[src/rtl/aux_tap_pkg.sv]
package aux_tap_pkg;
  localparam int unsigned BYTE_W = 8;

  typedef struct packed {
    logic [BYTE_W-1:0] data;
    logic              sop;
    logic              err;
    logic              last;
  } tap_evt_t;

  typedef enum logic [2:0] {
    SEL_NONE,
    SEL_TX_BYTE,
    SEL_RX_HELD,
    SEL_RX_BYTE,
    SEL_TX_TERM,
    SEL_RX_TERM
  } tap_sel_e;
endpackage

[src/rtl/aux_tap_timebase.sv]
module aux_tap_timebase #(
  parameter int unsigned CLK_PER_US = 16,
  parameter int unsigned TS_W       = 24
) (
  input  logic            clk_i,
  input  logic            rst_ni,
  output logic [TS_W-1:0] ts_o
);
  localparam int unsigned DIV_W = (CLK_PER_US > 1) ? $clog2(CLK_PER_US) : 1;
  localparam logic [DIV_W-1:0] DIV_LAST = DIV_W'(CLK_PER_US - 1);

  logic [DIV_W-1:0] div_q;
  logic             tick;

  assign tick = (div_q == DIV_LAST);

  always_ff @(posedge clk_i or negedge rst_ni) begin
    if (!rst_ni) begin
      div_q <= '0;
      ts_o  <= '0;
    end else begin
      div_q <= tick ? '0 : div_q + 1'b1;
      if (tick) ts_o <= ts_o + 1'b1;  // wraps modulo 2^TS_W
    end
  end
endmodule

[src/rtl/aux_tap_framer.sv]
module aux_tap_framer
  import aux_tap_pkg::*;
(
  input  logic              clk_i,
  input  logic              rst_ni,
  input  logic              stb_i,
  input  logic [BYTE_W-1:0] data_i,
  input  logic              start_i,
  input  logic              end_i,
  input  logic              err_i,
  output tap_evt_t          evt_o,
  output logic              evt_vld_o
);
  logic in_pkt_q;

  always_comb begin
    evt_vld_o  = stb_i;
    evt_o.data = data_i;
    evt_o.sop  = start_i | ~in_pkt_q;  // orphan byte opens a message
    evt_o.err  = err_i;
    evt_o.last = end_i;
  end

  always_ff @(posedge clk_i or negedge rst_ni) begin
    if (!rst_ni)    in_pkt_q <= 1'b0;
    else if (stb_i) in_pkt_q <= ~end_i;
  end
endmodule

[src/rtl/aux_tap_sched.sv]
module aux_tap_sched
  import aux_tap_pkg::*;
#(
  parameter int unsigned TS_W = 24,
  localparam int unsigned BEAT_W = TS_W + BYTE_W
) (
  input  logic              clk_i,
  input  logic              rst_ni,
  input  tap_evt_t          tx_evt_i,
  input  logic              tx_vld_i,
  input  tap_evt_t          rx_evt_i,
  input  logic              rx_vld_i,
  input  logic [TS_W-1:0]   ts_i,
  output logic [BEAT_W-1:0] beat_data_o,
  output logic              beat_valid_o,
  output logic              beat_sop_o,
  output logic              beat_eop_o,
  output logic              beat_err_o,
  output logic              beat_dir_o
);
  tap_sel_e sel;
  tap_evt_t held_q, held_d;
  logic     held_vld_q, held_vld_d;
  logic     tx_term_q, tx_term_d;
  logic     rx_term_q, rx_term_d;
  tap_evt_t pick;
  logic     pick_dir, pick_eop;

  always_comb begin
    if (tx_vld_i)        sel = SEL_TX_BYTE;
    else if (held_vld_q) sel = SEL_RX_HELD;
    else if (rx_vld_i)   sel = SEL_RX_BYTE;
    else if (tx_term_q)  sel = SEL_TX_TERM;
    else if (rx_term_q)  sel = SEL_RX_TERM;
    else                 sel = SEL_NONE;
  end

  always_comb begin
    pick     = '0;
    pick_dir = 1'b0;
    pick_eop = 1'b0;
    unique case (sel)
      SEL_TX_BYTE: begin pick = tx_evt_i; pick_dir = 1'b1; end
      SEL_RX_HELD: pick = held_q;
      SEL_RX_BYTE: pick = rx_evt_i;
      SEL_TX_TERM: begin pick_dir = 1'b1; pick_eop = 1'b1; end
      SEL_RX_TERM: pick_eop = 1'b1;
      default: ;
    endcase
  end

  always_comb begin
    held_vld_d = (held_vld_q && sel != SEL_RX_HELD) || (rx_vld_i && sel != SEL_RX_BYTE);
    held_d     = (rx_vld_i && sel != SEL_RX_BYTE) ? rx_evt_i : held_q;
    tx_term_d  = (tx_term_q && sel != SEL_TX_TERM) || (sel == SEL_TX_BYTE && tx_evt_i.last);
    rx_term_d  = (rx_term_q && sel != SEL_RX_TERM)
              || (sel == SEL_RX_HELD && held_q.last)
              || (sel == SEL_RX_BYTE && rx_evt_i.last);
  end

  always_ff @(posedge clk_i or negedge rst_ni) begin
    if (!rst_ni) begin
      held_q       <= '0;
      held_vld_q   <= 1'b0;
      tx_term_q    <= 1'b0;
      rx_term_q    <= 1'b0;
      beat_data_o  <= '0;
      beat_valid_o <= 1'b0;
      beat_sop_o   <= 1'b0;
      beat_eop_o   <= 1'b0;
      beat_err_o   <= 1'b0;
      beat_dir_o   <= 1'b0;
    end else begin
      held_q       <= held_d;
      held_vld_q   <= held_vld_d;
      tx_term_q    <= tx_term_d;
      rx_term_q    <= rx_term_d;
      beat_valid_o <= (sel != SEL_NONE);
      beat_data_o  <= {ts_i, pick.data};
      beat_sop_o   <= pick.sop;
      beat_eop_o   <= pick_eop;
      beat_err_o   <= pick.err;
      beat_dir_o   <= pick_dir;
    end
  end
endmodule

[src/rtl/aux_byte_tap.sv]
module aux_byte_tap
  import aux_tap_pkg::*;
#(
  parameter int unsigned CLK_PER_US = 16,
  parameter int unsigned TS_W       = 24,
  localparam int unsigned BEAT_W    = TS_W + BYTE_W
) (
  input  logic              clk_i,
  input  logic              rst_ni,
  input  logic              tx_stb_i,
  input  logic [7:0]        tx_data_i,
  input  logic              tx_start_i,
  input  logic              tx_end_i,
  input  logic              tx_err_i,
  input  logic              rx_stb_i,
  input  logic [7:0]        rx_data_i,
  input  logic              rx_start_i,
  input  logic              rx_end_i,
  input  logic              rx_err_i,
  output logic [BEAT_W-1:0] beat_data_o,
  output logic              beat_valid_o,
  output logic              beat_sop_o,
  output logic              beat_eop_o,
  output logic              beat_err_o,
  output logic              beat_dir_o
);
  localparam int unsigned N_SIDE = 2;  // index = direction flag

  logic [TS_W-1:0]   ts_q;
  logic [N_SIDE-1:0] side_stb, side_start, side_end, side_err, evt_vld;
  logic [BYTE_W-1:0] side_data [N_SIDE];
  tap_evt_t          evt [N_SIDE];

  assign side_stb   = {tx_stb_i,   rx_stb_i};
  assign side_start = {tx_start_i, rx_start_i};
  assign side_end   = {tx_end_i,   rx_end_i};
  assign side_err   = {tx_err_i,   rx_err_i};
  assign side_data[0] = rx_data_i;
  assign side_data[1] = tx_data_i;

  aux_tap_timebase #(.CLK_PER_US(CLK_PER_US), .TS_W(TS_W)) i_timebase (
    .clk_i, .rst_ni, .ts_o(ts_q)
  );

  for (genvar gi = 0; gi < N_SIDE; gi++) begin : g_side
    aux_tap_framer i_framer (
      .clk_i, .rst_ni,
      .stb_i    (side_stb[gi]),
      .data_i   (side_data[gi]),
      .start_i  (side_start[gi]),
      .end_i    (side_end[gi]),
      .err_i    (side_err[gi]),
      .evt_o    (evt[gi]),
      .evt_vld_o(evt_vld[gi])
    );
  end

  aux_tap_sched #(.TS_W(TS_W)) i_sched (
    .clk_i, .rst_ni,
    .tx_evt_i    (evt[1]),
    .tx_vld_i    (evt_vld[1]),
    .rx_evt_i    (evt[0]),
    .rx_vld_i    (evt_vld[0]),
    .ts_i        (ts_q),
    .beat_data_o, .beat_valid_o, .beat_sop_o, .beat_eop_o, .beat_err_o, .beat_dir_o
  );
endmodule

[config.mk]
export PLATFORM = sky130hd
export DESIGN_NAME = aux_byte_tap
export DESIGN_NICKNAME = d
export VERILOG_FILES = /design/src/rtl/aux_tap_pkg.sv /design/src/rtl/aux_tap_timebase.sv /design/src/rtl/aux_tap_framer.sv /design/src/rtl/aux_tap_sched.sv /design/src/rtl/aux_byte_tap.sv
export SDC_FILE = /design/constraint.sdc
export NUM_CORES = 1
export LEC_CHECK = 0
export BUFFER_PORTS_ARGS = -buffer_cell sky130_fd_sc_hd__buf_2
export CELL_PAD_IN_SITES_DETAIL_PLACEMENT = 1
export CELL_PAD_IN_SITES_GLOBAL_PLACEMENT = 2
export CORE_MARGIN = 2
export CORE_UTILIZATION = 37
export DETAILED_ROUTE_END_ITERATION = 10
export GPL_ROUTABILITY_DRIVEN = 0
export PLACE_DENSITY = 0.83
export SYNTH_ARGS = -nofsm -noshare
export SYNTH_HDL_FRONTEND = slang
export SYNTH_SLANG_ARGS = --single-unit
[constraint.sdc]
create_clock -name clk_i -period 4.62 [get_ports clk_i]
set_clock_uncertainty 0.2 [all_clocks]
set_input_delay 0.693 -clock clk_i [delete_from_list [all_inputs] [get_ports clk_i]]
set_output_delay 0.693 -clock clk_i [all_outputs]
set_load 0.1 [all_outputs]
==> results of run 1 <==
==> routing by layer <==
metal | up-vias | part of all wire [%]
li1 | 928 | -
met1 | 957 | 48
met2 | 54 | 45
met3 | 11 | 5.6
met4 | 0 | 1.9
met5 | - | 0
==> worst paths after layout <==
path                                                end  slack (ps)  depth (start not counted)
worst max-delay path                i_timebase.ts_o[16]        2600                          5
worst min-delay path            i_sched.beat_data_o[31]         210                          0
worst max register to register      i_timebase.ts_o[16]        2600                          5
worst min register to register  i_sched.beat_data_o[31]         210                          0
max in group asynchronous            i_timebase.ts_o[8]        3290                          1
min in group asynchronous             i_sched.tx_term_q         300                          1
==> layout by cell type, fill, tap and decap left out, drive strengths merged, types with 3 or more instances in the layout <==
master / n
nand4: 10
o21ai: 15
clkbuf: 10
buf: 63
and3: 4
nor3: 3
nand2: 21
mux2: 11
xor2: 4
nand3: 11
inv: 4
a22oi: 9
xnor2: 20
nor2: 10
nor4: 3
dfrtp: 81
clkinv: 3
a21oi: 4
bufinv: 3
==> layout make-up <==
type                            instances  area share (%)
Clock buffer                           10            3.74
Multi-Input combinational cell        137            25.7
Inverter                                4           0.408
Clock inverter                          6            2.86
Tap cell                              102            3.47
Sequential cell                        81            55.1
Timing Repair Buffer                   63            8.70
==> worst register-to-register path, stage by stage (launching register included) <==
cell     delay, ps
dfrtp_1        400
ha_1           320
nand4_4        170
nor4_4         480
nand3_1        180
xnor2_1        160
==> through the flow <==
step	cell area, µm²	total power, µW
after CTS	3680	1570
after global placement	3440	942
after detailed placement	3440	944
final	3680	1550
after global routing	3680	1610
after floorplan	3020	896
==> power by group through the flow <==
stage	registers [µW]	logic [µW]	clock network, µW
after floorplan	847	49.1	0
after global placement	770	171	0
after detailed placement	771	173	0
after CTS	757	174	637
after global routing	761	184	669
final	757	172	617
==> kinds of logic (layout without fill, tap and decap cells) <==
family | after synthesis | in the layout | share of synthesized area (%)
flip-flops | 81 | 81 | 67.1
AND/OR/NAND/NOR | 67 | 67 | 12.8
AO/OA/AOI/OAI | 33 | 33 | 6.67
XOR/XNOR | 24 | 24 | 6.96
buffers and inverters | 12 | 83 | 1.57
multiplexers | 11 | 11 | 4.10
adder cells (fa/ha/maj) | 2 | 2 | 0.828
==> flip-flops by register name, indices dropped and copies added (netlist names) <==
name                      flops
g_side.i_framer.in_pkt_q      2
i_sched.beat_data_o          32
i_sched.beat_dir_o            1
i_sched.beat_eop_o            1
i_sched.beat_err_o            1
i_sched.beat_sop_o            1
i_sched.beat_valid_o          1
i_sched.held_q               11
i_sched.held_vld_q            1
i_sched.rx_term_q             1
i_sched.tx_term_q             1
i_timebase.div_q              4
i_timebase.ts_o              24
==> results.sh, run 1 <==
export IMPL_crit_fanout=6
export IMPL_port_buffers=62
export IMPL_clockPowerShare_pct=39.9
export IMPL_fin_hold_ws_ps=206
export IMPL_antenna_cells=0
export IMPL_crit_slowest_cell="nor4_4"
export IMPL_finalNonFillerCells=403
export IMPL_p_leak_uw=0.00178
export IMPL_ys_flop_type="dfrtp_1"
export IMPL_cts_root_buffer="clkbuf_8"
export IMPL_antenna_found_initial=0
export IMPL_use_met2_pct=21.2
export IMPL_io_pins=63
export IMPL_syn_nets=258
export IMPL_synth_cells=230
export IMPL_maxSlewViolCount=0
export IMPL_synthArstFlopShare_pct=100
export IMPL_fp_row_count=32
export IMPL_fillers=850
export IMPL_clockBufferDepth=2
export IMPL_end_kind="register"
export IMPL_tightestPinTransition_ps=977
export IMPL_r2r_start="i_timebase.div_q[0]"
export IMPL_combPwrFrac_pct=11.1
export IMPL_dr_pass1_iters=4
export IMPL_internal_power_uw=1150
export IMPL_clk_pin_slew_ps=80
export IMPL_cp_start_kind="register"
export IMPL_status="completed"
export IMPL_start_util_pct=38.7
export IMPL_seq_area_frac_synth_pct=67.1
export IMPL_final_nets=324
export IMPL_grt_max_degree=82
export IMPL_power_frac_seq_pct=49.0
export IMPL_grt_use_met3_pct=2.87
export IMPL_grt_pass1_vias=1969
export IMPL_max_freq_mhz=494
export IMPL_die_y_um=94.4
export IMPL_yosysMostFrequentCell="dfrtp_1"
export IMPL_viasPerCell=4.84
export IMPL_synth_top_area_share_pct=67.1
export IMPL_seq_area_um2=2030
export IMPL_ir_drop_mv=0.207
export IMPL_clkLatencyLatePin_ps=340
export IMPL_die_area_um2=8910
export IMPL_worstHoldStart="i_timebase.ts_o[23]"
export IMPL_crit_path_start="i_timebase.div_q[0]"
export IMPL_synth_top_cell_by_area="dfrtp_1"
export IMPL_finalHoldViolations=0
export IMPL_coreArea_um2=7810
export IMPL_rsz0062_at_grt="false"
export IMPL_final_antenna_net_count=0
export IMPL_final_util_pct=47.1
export IMPL_wl_per_cell_um=14.4
export IMPL_drt_iter0_drc=58
export IMPL_placed_cells=387
export IMPL_overflow=0
export IMPL_synth_area_um2=3020
export IMPL_cp_required_ps=4650
export IMPL_vias=1950
export IMPL_cp_num_buf_inv=0
export IMPL_multi_input_area_um2=947
export IMPL_grt_pass1_wl_mm=9.61
export IMPL_critPathKind="register to register"
export IMPL_critPathArrivalTime_ps=2050
export IMPL_relSlewSlack_pct=34.8
export IMPL_gr_usage_all_layers_pct=14.0
export IMPL_cts_resized=0
export IMPL_use_met1_pct=19.3
export IMPL_ys_seq_elements=81
export IMPL_cp_cell_sequence="ha_1 > nand4_4 > nor4_4 > nand3_1 > xnor2_1"
export IMPL_tns_ps=0
export IMPL_setup_viol=0
export IMPL_cts_sinks=81
export IMPL_cts_tree="yes"
export IMPL_area_growth_pct=21.8
export IMPL_dp_slack_ps=2560
export IMPL_busiest_layer="met2"
export IMPL_max_stage_delay_ps=480
export IMPL_ys_warn_count=0
export IMPL_post_cts_buffers=0
export IMPL_cts_max_level=3
export IMPL_p_per_area_nw_per_um2=420
export IMPL_layout_setup_ws_ps=2600
export IMPL_synth_edf_count=0
export IMPL_ctsHoldBuffers=0
export IMPL_synth_area_leaders="dfrtp_1 (67%), xnor2_1 (5.8%), mux2_2 (4.1%)"
export IMPL_fin_crit_ps=2020
export IMPL_maxCapViolations=0
export IMPL_cp_top_family="simple AND/OR/NAND/NOR gates"
export IMPL_die_x_um=94.4
export IMPL_cts_made_buffers=9
export IMPL_yosysUniqueCellTypes=34
export IMPL_fin_crit_sh_pct=43.8
export IMPL_drc=0
export IMPL_wl_mm=5.80
export IMPL_drive_above_1_share_pct=32.2
export IMPL_avgSynthCellArea_um2=13.1
export IMPL_swShare_pct=25.4
export IMPL_yosys_top_cells_count="dfrtp_1 (81), nand2_1 (21), xnor2_1 (20)"
export IMPL_dpl_hpwl_mm=3.96
export IMPL_power_switching_uw=392
export IMPL_hold_class="register to register"
No activity file was read; power rests on OpenSTA's default activity.
==> run 2: changes to the inputs <==
--- a/config.mk
+++ b/config.mk
@@ -9,10 +9,10 @@
 export CELL_PAD_IN_SITES_DETAIL_PLACEMENT = 1
 export CELL_PAD_IN_SITES_GLOBAL_PLACEMENT = 2
 export CORE_MARGIN = 2
-export CORE_UTILIZATION = 37
+export CORE_UTILIZATION = 32
 export DETAILED_ROUTE_END_ITERATION = 10
 export GPL_ROUTABILITY_DRIVEN = 0
-export PLACE_DENSITY = 0.83
+export PLACE_DENSITY = 0.77
 export SYNTH_ARGS = -nofsm -noshare
 export SYNTH_HDL_FRONTEND = slang
 export SYNTH_SLANG_ARGS = --single-unit
==> constraint.sdc (replaced) <==
create_clock -name clk_i -period 1.6 [get_ports clk_i]
set_clock_uncertainty 0.2 [all_clocks]
set_input_delay 0.24 -clock clk_i [delete_from_list [all_inputs] [get_ports clk_i]]
set_output_delay 0.24 -clock clk_i [all_outputs]
set_load 0.1 [all_outputs]
==> run 2 against run 1 <==
Against the previous run:
- the run now ends with negative setup slack left
- worst setup slack got worse by 2600 ps
- sequential share of layout area fell by 8.6 points
- clock power rose to 3.1 times the previous value
- power rose to 3.0 times the previous value
- critical path type unchanged
==> results.sh, run 2 (synthesized netlist as in run 1, its figures left out) <==
export IMPL_dr_pass1_iters=4
export IMPL_crit_path_start="i_timebase.div_q[0]"
export IMPL_io_pins=63
export IMPL_final_cell_mix="dfrtp_1 (81), buf_2 (55), buf_4 (39)"
export IMPL_max_freq_mhz=609
export IMPL_status="finished with violations"
export IMPL_final_common_cell="dfrtp_1"
export IMPL_fin_crit_ps=1640
export IMPL_cts_sinks=81
export IMPL_finalHoldViolations=0
export IMPL_p_leak_uw=0.00213
export IMPL_worst_r2r_endpoint="i_timebase.ts_o[20]"
export IMPL_fin_area_um2=4360
export IMPL_gr_usage_all_layers_pct=14.1
export IMPL_drc=0
export IMPL_wl_per_cell_um=14.7
export IMPL_cts_root_buffer="clkbuf_8"
export IMPL_clkLatencyLatePin_ps=350
export IMPL_antenna_cells=0
export IMPL_dp_slack_ps=-114
export IMPL_die_y_um=101
export IMPL_end_kind="register"
export IMPL_critPathArrivalTime_ps=1680
export IMPL_cp_start_kind="register"
export IMPL_rsz0062_at_grt="true"
export IMPL_clockBufferDepth=2
export IMPL_maxSlewViolCount=0
export IMPL_setup_viol=2
export IMPL_area_growth_pct=44.2
export IMPL_p_per_area_nw_per_um2=1080
export IMPL_critPathCapture="i_timebase.ts_o[20]"
export IMPL_totalPowerFinal_uw=4710
export IMPL_cts_tree="yes"
export IMPL_reg2reg_depth=6
export IMPL_post_dp_cell_area_um2=3700
export IMPL_final_antenna_net_count=0
export IMPL_tightestPinTransition_ps=511
export IMPL_wl_mm=6.97
export IMPL_port_buffers=62
export IMPL_ir_drop_mv=0.478
export IMPL_start_util_pct=32.9
export IMPL_r2r_slack_ps=-40
export IMPL_coreArea_um2=9200
export IMPL_grt_max_degree=35
export IMPL_drive_above_1_share_pct=41.0
export IMPL_hold_class="primary input to register"
export IMPL_maxCapViolations=0
export IMPL_vias=2253
export IMPL_tns_ps=-48.0
export IMPL_die_x_um=101
export IMPL_r2r_start="i_timebase.div_q[0]"
export IMPL_relSlewSlack_pct=66.2
export IMPL_worstHoldStart="rx_start_i"
export IMPL_fin_crit_sh_pct=103
export IMPL_cts_max_level=3
export IMPL_cp_required_ps=1640
export IMPL_violations="negative setup slack"
export IMPL_grt_pass1_vias=2335
export IMPL_dpl_hpwl_mm=4.71
export IMPL_largest_register="i_sched.beat_data_o"
export IMPL_fp_row_count=35
export IMPL_antenna_found_initial=0
export IMPL_grt_pass1_wl_mm=11.0
export IMPL_critPathKind="register to register"
export IMPL_reg_top3="i_sched.beat_data_o (32), i_timebase.ts_o (24), i_sched.held_q (11)"
export IMPL_die_area_um2=10200
export IMPL_crit_fanout=6
export IMPL_layout_setup_ws_ps=-41.2
export IMPL_overflow=0
export IMPL_final_nets=386
export IMPL_largest_register_ffs=32
export IMPL_drt_iter0_drc=32
export IMPL_clk_pin_slew_ps=80
export IMPL_viasPerCell=4.75
export IMPL_final_util_pct=47.4
export IMPL_cts_made_buffers=9
==> run 2: changes by cell type in the layout (fill, tap and decap cells not counted), moves of 2 or more <==
cell / before / now
buf_2: 61 / 55
buf_4: 2 / 39
nor3_1: 3 / 1
nor2_4: 0 / 2
clkbuf_4: 0 / 6
dlygate4sd3_1: 0 / 22
nand2_2: 0 / 3
nor3_2: 0 / 2
clkinv_2: 3 / 1
nor4_4: 1 / 3
nand2_1: 21 / 18
nand3_1: 10 / 8
==> run 2: worst min-delay path by stage <==
| stage | to | cells after the start |
|---|---|---|
| final | i_sched.held_q[2] | 3 |
| after CTS | i_sched.held_q[2] | 3 |
| after floorplan | g_side[0].i_framer.in_pkt_q | 0 |
| after detailed placement | i_sched.beat_dir_o | 1 |
| after global routing | i_sched.held_q[2] | 3 |
| after global placement | i_sched.rx_term_q | 1 |
==> run 2: report_power, final <==
| part | switching (µW) | internal (µW) | total (µW) |
|---|---|---|---|
| sequential | 42.0 | 2140 | 2180 |
| clock | 748 | 1200 | 1940 |
| combinational | 399 | 184 | 583 |
| total | 1190 | 3520 | 4710 |
==> run 2: stage by stage <==
stage | cells | hold WS [ps]
2_1_floorplan | 230 | -256
3_3_place_gp | 425 | -45.5
3_5_place_dp | 425 | -43.8
4_1_cts | 465 | 46.0
5_1_grt | 474 | 62.9
6_report | 474 | 70.6
==> run 2: final cells by class <==
type | count | area [µm²]
clock buffers | 9 | 124
flip-flops and latches | 81 | 2030
clock inverters | 7 | 141
well taps | 111 | 139
multi-input cells | 138 | 1050
inverters | 4 | 15.0
repair buffers | 124 | 865
fillers | 982 | 4840
==> run 2: worst max-delay path: stages (launching register included) <==
cell and delay (ps):
dfrtp_1 390, ha_4 180, nand4_4 130, nor4_4 170, buf_6 180, nand4_1 120
xnor2_1 160
==> run 2: what timing repair did <==
| action | in CTS | in global routing |
|---|---|---|
| setup buffers | 2 | 8 |
| pin swaps | 1 | 7 |
| endpoints found under the setup margin | 6 | 35 |
| gates resized for setup | 1 | 21 |
| cloned | 0 | 1 |
| hold buffers | 22 | 0 |
| hold endpoints to repair | 103 | 0 |
==> run 2: routing by layer <==
| metal | vias to the layer above | global-route usage, % | part of all wire (%) |
|---|---|---|---|
| met5 | - | 0 | 0 |
| met4 | 0 | 4.16 | 0.92 |
| met3 | 8 | 4.83 | 4.6 |
| met2 | 59 | 23.3 | 50 |
| met1 | 1130 | 17.4 | 44 |
| li1 | 1056 | - | - |
